[config.mk]
export PLATFORM = sky130hd
export DESIGN_NAME = sc_fault_mgr
export DESIGN_NICKNAME = d
export VERILOG_FILES = /design/src/rtl/sc_pkg.sv /design/src/rtl/sc_qual_filter.sv /design/src/rtl/sc_status_ctl.sv /design/src/rtl/sc_reaction.sv /design/src/rtl/sc_fault_mgr.sv
export SDC_FILE = /design/constraint.sdc
export NUM_CORES = 1
export LEC_CHECK = 0
export BUFFER_PORTS_ARGS = -buffer_cell sky130_fd_sc_hd__buf_2
export CAP_MARGIN = 0
export CORE_MARGIN = 5
export CORE_UTILIZATION = 50
export DETAILED_ROUTE_END_ITERATION = 12
export PLACE_DENSITY = 0.73
export SYNTH_ARGS = -nofsm -noshare
export SYNTH_HDL_FRONTEND = slang
export SYNTH_SLANG_ARGS = --single-unit
export TNS_END_PERCENT = 1
[constraint.sdc]
create_clock -name clk -period 5.54 [get_ports clk]
set_clock_uncertainty 0.1 [all_clocks]
set_input_delay 0.277 -clock clk [delete_from_list [all_inputs] [get_ports clk]]
set_output_delay 0.277 -clock clk [all_outputs]
set_load 0.05 [all_outputs]
[src/rtl/sc_pkg.sv]
package sc_pkg;

    typedef enum logic [2:0] {
        RX_DIAG_ONLY  = 3'd0,
        RX_PH_REC     = 3'd1,
        RX_PH_HOLD    = 3'd2,
        RX_ALL_REC    = 3'd3,
        RX_ALL_HOLD   = 3'd4,
        RX_ALLCP_REC  = 3'd5,
        RX_ALLCP_HOLD = 3'd6,
        RX_NONE       = 3'd7
    } react_e;

    typedef struct packed {
        logic per_phase;
        logic all_phase;
        logic pump;
        logic hold;
    } react_t;

    function automatic react_t decode_react(react_e c);
        react_t r;
        r = '0;
        case (c)
            RX_PH_REC:     r.per_phase = 1'b1;
            RX_PH_HOLD:    begin r.per_phase = 1'b1; r.hold = 1'b1; end
            RX_ALL_REC:    r.all_phase = 1'b1;
            RX_ALL_HOLD:   begin r.all_phase = 1'b1; r.hold = 1'b1; end
            RX_ALLCP_REC:  begin r.all_phase = 1'b1; r.pump = 1'b1; end
            RX_ALLCP_HOLD: begin r.all_phase = 1'b1; r.pump = 1'b1; r.hold = 1'b1; end
            default:       r = '0;
        endcase
        return r;
    endfunction

    function automatic int unsigned filt_limit(int unsigned cyc_per_us, logic [1:0] sel);
        return cyc_per_us * (32'd2 << sel);
    endfunction

endpackage

[src/rtl/sc_qual_filter.sv]
module sc_qual_filter #(
    parameter int CW = 7
) (
    input  logic          clk,
    input  logic          rst,
    input  logic          cond_i,
    input  logic [CW-1:0] lim_i,
    output logic          flag_o
);
    logic [CW-1:0] cnt_q;

    always_ff @(posedge clk) begin
        if (rst || !cond_i) begin
            cnt_q <= '0;
        end else if (cnt_q < lim_i) begin
            cnt_q <= cnt_q + 1'b1;
        end
    end

    assign flag_o = (cnt_q >= lim_i);

    assert_flag_needs_cond_R2: assert property (@(posedge clk) disable iff (rst)
        $rose(flag_o) |-> $past(cond_i));

endmodule

[src/rtl/sc_status_ctl.sv]
module sc_status_ctl
    import sc_pkg::*;
#(
    parameter int NFLAG = 6
) (
    input  logic             clk,
    input  logic             rst,
    input  logic [NFLAG-1:0] flag_i,
    input  logic             clr_stb_i,
    input  logic [NFLAG-1:0] clr_mask_i,
    input  logic             cfg_stb_i,
    input  logic [2:0]       cfg_code_i,
    input  logic [1:0]       cfg_filt_i,
    output logic [NFLAG-1:0] status_o,
    output react_e           act_o,
    output logic [1:0]       filt_o
);
    logic [NFLAG-1:0] st_q;
    react_e           act_q, pend_q;
    logic [1:0]       filt_q;
    logic             idle;

    assign idle = !(|flag_i) && !(|st_q);

    always_ff @(posedge clk) begin
        if (rst) begin
            st_q   <= '0;
            act_q  <= RX_PH_HOLD;
            pend_q <= RX_PH_HOLD;
            filt_q <= 2'd0;
        end else begin
            st_q <= flag_i | (st_q & ~({NFLAG{clr_stb_i}} & clr_mask_i));
            if (idle) begin
                act_q <= pend_q;
            end
            if (cfg_stb_i) begin
                pend_q <= react_e'(cfg_code_i);
                filt_q <= cfg_filt_i;
            end
        end
    end

    assign status_o = st_q;
    assign act_o    = act_q;
    assign filt_o   = filt_q;

    generate
        for (genvar i = 0; i < NFLAG; i++) begin : g_chk
            assert_clear_blocked_R10: assert property (@(posedge clk) disable iff (rst)
                flag_i[i] |=> status_o[i]);
        end
    endgenerate

    assert_code_frozen_R12: assert property (@(posedge clk) disable iff (rst)
        ((|flag_i) || (|status_o)) |=> (act_o == $past(act_o)));

endmodule

[src/rtl/sc_reaction.sv]
module sc_reaction
    import sc_pkg::*;
#(
    parameter int NPH  = 3,
    parameter int NREL = 5
) (
    input  react_e             act_i,
    input  logic [2*NPH-1:0]   flag_i,
    input  logic [2*NPH-1:0]   status_i,
    input  logic [NPH-1:0]     hi_cmd_i,
    input  logic [NPH-1:0]     lo_cmd_i,
    input  logic [NREL-1:0]    rel_cmd_i,
    output logic [NPH-1:0]     hi_o,
    output logic [NPH-1:0]     lo_o,
    output logic [NREL-1:0]    rel_o,
    output logic               cp_en_o,
    output logic               diag_n_o
);
    react_t         rx;
    logic [NPH-1:0] hit_live, hit_held, hit, ph_off;
    logic           any_hit, all_off;

    assign rx = decode_react(act_i);

    generate
        for (genvar p = 0; p < NPH; p++) begin : g_ph
            assign hit_live[p] = flag_i[p] | flag_i[NPH+p];
            assign hit_held[p] = hit_live[p] | status_i[p] | status_i[NPH+p];
            assign hit[p]      = rx.hold ? hit_held[p] : hit_live[p];
            assign ph_off[p]   = rx.per_phase & hit[p];
        end
    endgenerate

    assign any_hit  = |hit;
    assign all_off  = rx.all_phase & any_hit;
    assign hi_o     = hi_cmd_i & ~ph_off & {NPH{~all_off}};
    assign lo_o     = lo_cmd_i & ~ph_off & {NPH{~all_off}};
    assign rel_o    = rel_cmd_i & {NREL{~all_off}};
    assign cp_en_o  = ~(rx.pump & any_hit);
    assign diag_n_o = ~((|flag_i) | (|status_i));

endmodule

[src/rtl/sc_fault_mgr.sv]
module sc_fault_mgr
    import sc_pkg::*;
#(
    parameter int NPH        = 3,
    parameter int NREL       = 5,
    parameter int CYC_PER_US = 4
) (
    input  logic                clk,
    input  logic                rst,
    input  logic [NPH-1:0]      hi_cmd,
    input  logic [NPH-1:0]      lo_cmd,
    input  logic [NREL-1:0]     rel_cmd,
    input  logic [NPH-1:0]      node_below_hi,
    input  logic [NPH-1:0]      node_above_lo,
    input  logic                drv_off_ext,
    input  logic                cfg_stb,
    input  logic [2:0]          cfg_code,
    input  logic [1:0]          cfg_filt,
    input  logic                clr_stb,
    input  logic [2*NPH-1:0]    clr_mask,
    output logic [NPH-1:0]      hi_out,
    output logic [NPH-1:0]      lo_out,
    output logic [NREL-1:0]     rel_out,
    output logic                cp_en,
    output logic                diag_n,
    output logic [2*NPH-1:0]    sc_flag,
    output logic [2*NPH-1:0]    sc_status
);
    localparam int NFLAG = 2 * NPH;
    localparam int CW    = $clog2(CYC_PER_US * 16 + 1);

    react_e           act;
    logic [1:0]       filt;
    logic [CW-1:0]    lim;
    logic             det_en;
    logic [NFLAG-1:0] cond;

    assign lim    = CW'(filt_limit(CYC_PER_US, filt));
    assign det_en = !drv_off_ext && (act != RX_NONE);

    generate
        for (genvar p = 0; p < NPH; p++) begin : g_cond
            assign cond[p]     = det_en & hi_cmd[p] & node_below_hi[p];
            assign cond[NPH+p] = det_en & lo_cmd[p] & node_above_lo[p];
        end
        for (genvar i = 0; i < NFLAG; i++) begin : g_filt
            sc_qual_filter #(.CW(CW)) u_filt (
                .clk    (clk),
                .rst    (rst),
                .cond_i (cond[i]),
                .lim_i  (lim),
                .flag_o (sc_flag[i])
            );
        end
    endgenerate

    sc_status_ctl #(.NFLAG(NFLAG)) u_stat (
        .clk        (clk),
        .rst        (rst),
        .flag_i     (sc_flag),
        .clr_stb_i  (clr_stb),
        .clr_mask_i (clr_mask),
        .cfg_stb_i  (cfg_stb),
        .cfg_code_i (cfg_code),
        .cfg_filt_i (cfg_filt),
        .status_o   (sc_status),
        .act_o      (act),
        .filt_o     (filt)
    );

    sc_reaction #(.NPH(NPH), .NREL(NREL)) u_react (
        .act_i     (act),
        .flag_i    (sc_flag),
        .status_i  (sc_status),
        .hi_cmd_i  (hi_cmd),
        .lo_cmd_i  (lo_cmd),
        .rel_cmd_i (rel_cmd),
        .hi_o      (hi_out),
        .lo_o      (lo_out),
        .rel_o     (rel_out),
        .cp_en_o   (cp_en),
        .diag_n_o  (diag_n)
    );

    assert_none_no_flag_R8: assert property (@(posedge clk) disable iff (rst)
        (act == RX_NONE) |=> (sc_flag == '0));

    assert_diag_rise_R9: assert property (@(posedge clk) disable iff (rst)
        $rose(diag_n) |-> $past(clr_stb));

    assert_pump_cause_R7: assert property (@(posedge clk) disable iff (rst)
        !cp_en |-> ((|sc_flag) || (|sc_status)));

    generate
        for (genvar p = 0; p < NPH; p++) begin : g_hold_chk
            assert_hold_phase_R5: assert property (@(posedge clk) disable iff (rst)
                ((act == RX_PH_HOLD) && (sc_status[p] || sc_status[NPH+p]))
                    |-> (!hi_out[p] && !lo_out[p]));
        end
    endgenerate

endmodule

==> impl_metrics.ini <==
[layout]
fillCellCount = 616
area_delta_synth_final_pct = 13.1
final_layout_size_suffix_gt1_share_pct = 17.3
fin_area_sq_um = 3640
finalNonFillerCells = 517
final_net_count = 508
antennaDiodeCount = 0

[place]
io_buffers = 57
dp_cells = 509
placedInstanceArea_sq_um = 3520
place.gp.congestion = 0.849
dp_hpwl_mm = 5.55

[route]
drt-total-wl_mm = 7.05
drc = 0
vias_per_cell = 5.20
num_vias = 2689
detail_route.iter0.violations = 83
drt-wirelength-per-cell_microns = 13.6
ant_nets = 0
firstDrtPassIters = 4

[cts]
root_buffer = clkbuf_8
ctsResizeCount = 0
cts_tree = done
htreeDepth = 2
clk_pin_slew_ps = 110
cts_setup_buffers = 0
cts.path.max_buffers = 2
cts_buffers = 5
clock_sinks = 56
insertion_delay_ps = 320
ctsHoldBuffers = 0

[timing]
finalHoldViolCount = 0
tightest_slew_ps = 936
maxSlewViolCount = 0
final.period_utilization_pct = 67.7
slew_headroom_pct = 37.1
rsz0062_at_grt = no
max_freq_ghz = 0.267
fin_crit_ps = 3750
final-setup-viol-count = 0
tns_ps = 0

[global_route]
grt_pass1_wl_mm = 12.0
antenna_found_initial = 0
overflow = 0
grt_pass1_vias = 2689
track_usage_pct = 17.5
grt_max_degree = 19

[logic_synthesis]
synth_area_leaders = dfxtp_1 35%, ha_1 14%, nand2_1 5.8%
syn_nets = 458
avgSynthCellArea_sq_um = 8.27
synth_ff_type = dfxtp_1
synth_top_area_share_pct = 34.9
synth_cells = 389
yosysTopAreaCell = dfxtp_1
synth_cell_types = 41
ys_ff_latch = 56
async_flop_share_pct = 0
yosys_warnings = 0
yosysSeqAreaShare_pct = 34.9
syn_area_sq_um = 3220
synth_edf_count = 0

[power]
peakVddDrop_mv = 0.176
finalPower_mw = 0.899
power_density_nw_per_um2 = 247
power.leakage_nw = 1.50

[outcome]
status = complete, no violations

[run]
max_cap_viol_count = 0

[setup_path]
crit_slowest_cell = or2_2
startpoint_type = flop
slowest_delay_ps = 380
criticalPathCategory = reg2out
critPathRequiredTime_ps = 5160
cp.arrival_ps = 3370
cp_max_fo = 9
path_cells = or2_2, ha_1, o21ai_0, a22o_1, clkinv_1, a211oi_1, a41oi_1, nor2b_1, buf_2
critPathCaptureType = primary output

[die]
std_cell_rows = 29
die_h_microns = 90.2
dieArea_sq_um = 8140
die_x_microns = 90.2
start_util_pct = 50.9
core_sq_um = 6310
io_pins = 58

[min_path]
hp-class = in2reg
## path summary, 6_finish.rpt
| kind | start | endpoint | slack [ps] | depth (start not counted) |
|---|---|---|---|---|
| min reg2reg | g_filt[3].u_filt.cnt_q[2] | g_filt[3].u_filt.cnt_q[2] | 360 | 2 |
| max reg2reg | u_stat.filt_o[0] | u_stat.act_o[2] | 2610 | 7 |
| min | cfg_code[1] | u_stat.pend_q[1] | 60 | 2 |
| max | u_stat.filt_o[0] | rel_out[0] | 1790 | 9 |
## state kept, by name, summed over array words and instances, names as in the netlist
register,count
u_stat.act_o,3
u_stat.pend_q,3
u_stat.status_o,6
u_stat.filt_o,2
g_filt.u_filt.cnt_q,42
## layout make-up
type / instances / area [sq um] / share of cell area [%]
Multi-Input combinational cell: 289 / 1900 / 52.4
Inverter: 30 / 115 / 3.16
Clock inverter: 3 / 46.3 / 1.27
Sequential cell: 56 / 1120 / 30.8
Tap cell: 77 / 96.3 / 2.65
Clock buffer: 5 / 68.8 / 1.89
Timing Repair Buffer: 57 / 285 / 7.84
## where the power goes
part	internal [mW]	switching, mW	leakage [nW]	total (mW)
logic	0.0575	0.145	0.991	0.202
clock network	0.136	0.141	0.0548	0.277
registers	0.411	0.00861	0.454	0.419
## cell usage after synthesis, types with 2 or more instances
cell type / count
nand2_1: 50
o21ai_0: 9
buf_4: 6
and3_1: 3
nor2_1: 47
inv_1: 27
clkbuf_1: 7
clkinv_1: 2
a21oi_1: 19
mux2i_1: 7
or3_1: 5
o2bb2ai_1: 2
xor2_1: 18
nor3_1: 15
nor4_1: 5
ha_1: 36
dfxtp_1: 56
nand3_1: 13
xnor2_1: 14
nor2b_1: 6
nand2b_1: 7
a31oi_1: 6
nand4_1: 9
o21a_1: 3
## placed cells by master, fill, tap and decap left out, types with 2 or more instances in the layout
cell       Yosys  routed
buf_2          0      57
dfxtp_1       56      56
nand2_1       50      50
nor2_1        47      47
ha_1          36      36
inv_1         27      27
a21oi_1       19      19
xor2_1        18      18
nor3_1        15      15
xnor2_1       14      14
nand3_1       13      13
o21ai_0        9       9
nand4_1        9       9
nand2b_1       7       7
mux2i_1        7       7
a31oi_1        6       6
nor2b_1        6       6
nor4_1         5       5
or3_1          5       5
clkbuf_8       0       5
o21a_1         3       3
and3_1         3       3
clkinv_1       2       2
o2bb2ai_1      2       2
## cells by family (layout without fill, tap and decap cells)
group | after synthesis | after routing | synth area share [%]
AOI/OAI and AO/OA | 48 | 48 | 9.96
adders and majority gates | 36 | 36 | 14.0
and+or+nand+nor | 166 | 166 | 24.4
buffers and inverters | 44 | 95 | 5.91
DFF | 56 | 56 | 34.9
xor gates and xnor gates | 32 | 32 | 8.72
muxes | 7 | 7 | 2.18
## worst max-delay path: cells and delay by family (launching register included)
kind / cells / cell delay, ps
adder cells (fa/ha/maj): 1 / 290
AO/OA/AOI/OAI: 4 / 1190
flip-flops: 1 / 360
AND/OR/NAND/NOR: 2 / 590
buffers and inverters: 2 / 620
## stage by stage
step	setup slack (ps)	util (%)	hold slack, ps
3_3_place_gp	2230	55.8	340
6_report	1790	57.6	60.2
2_1_floorplan	2270	-	299
3_5_place_dp	2150	55.8	350
5_1_grt	1480	57.6	62.2
4_1_cts	1790	57.6	62.5
## per-layer routing
layer	routed length, microns	vias up	track usage (%)
li1	-	1401	-
met1	3290	1209	22.0
met2	3200	61	28.2
met3	334	18	4.17
met4	231	0	8.06
met5	0	-	0
(Power assumes the default switching activity.)
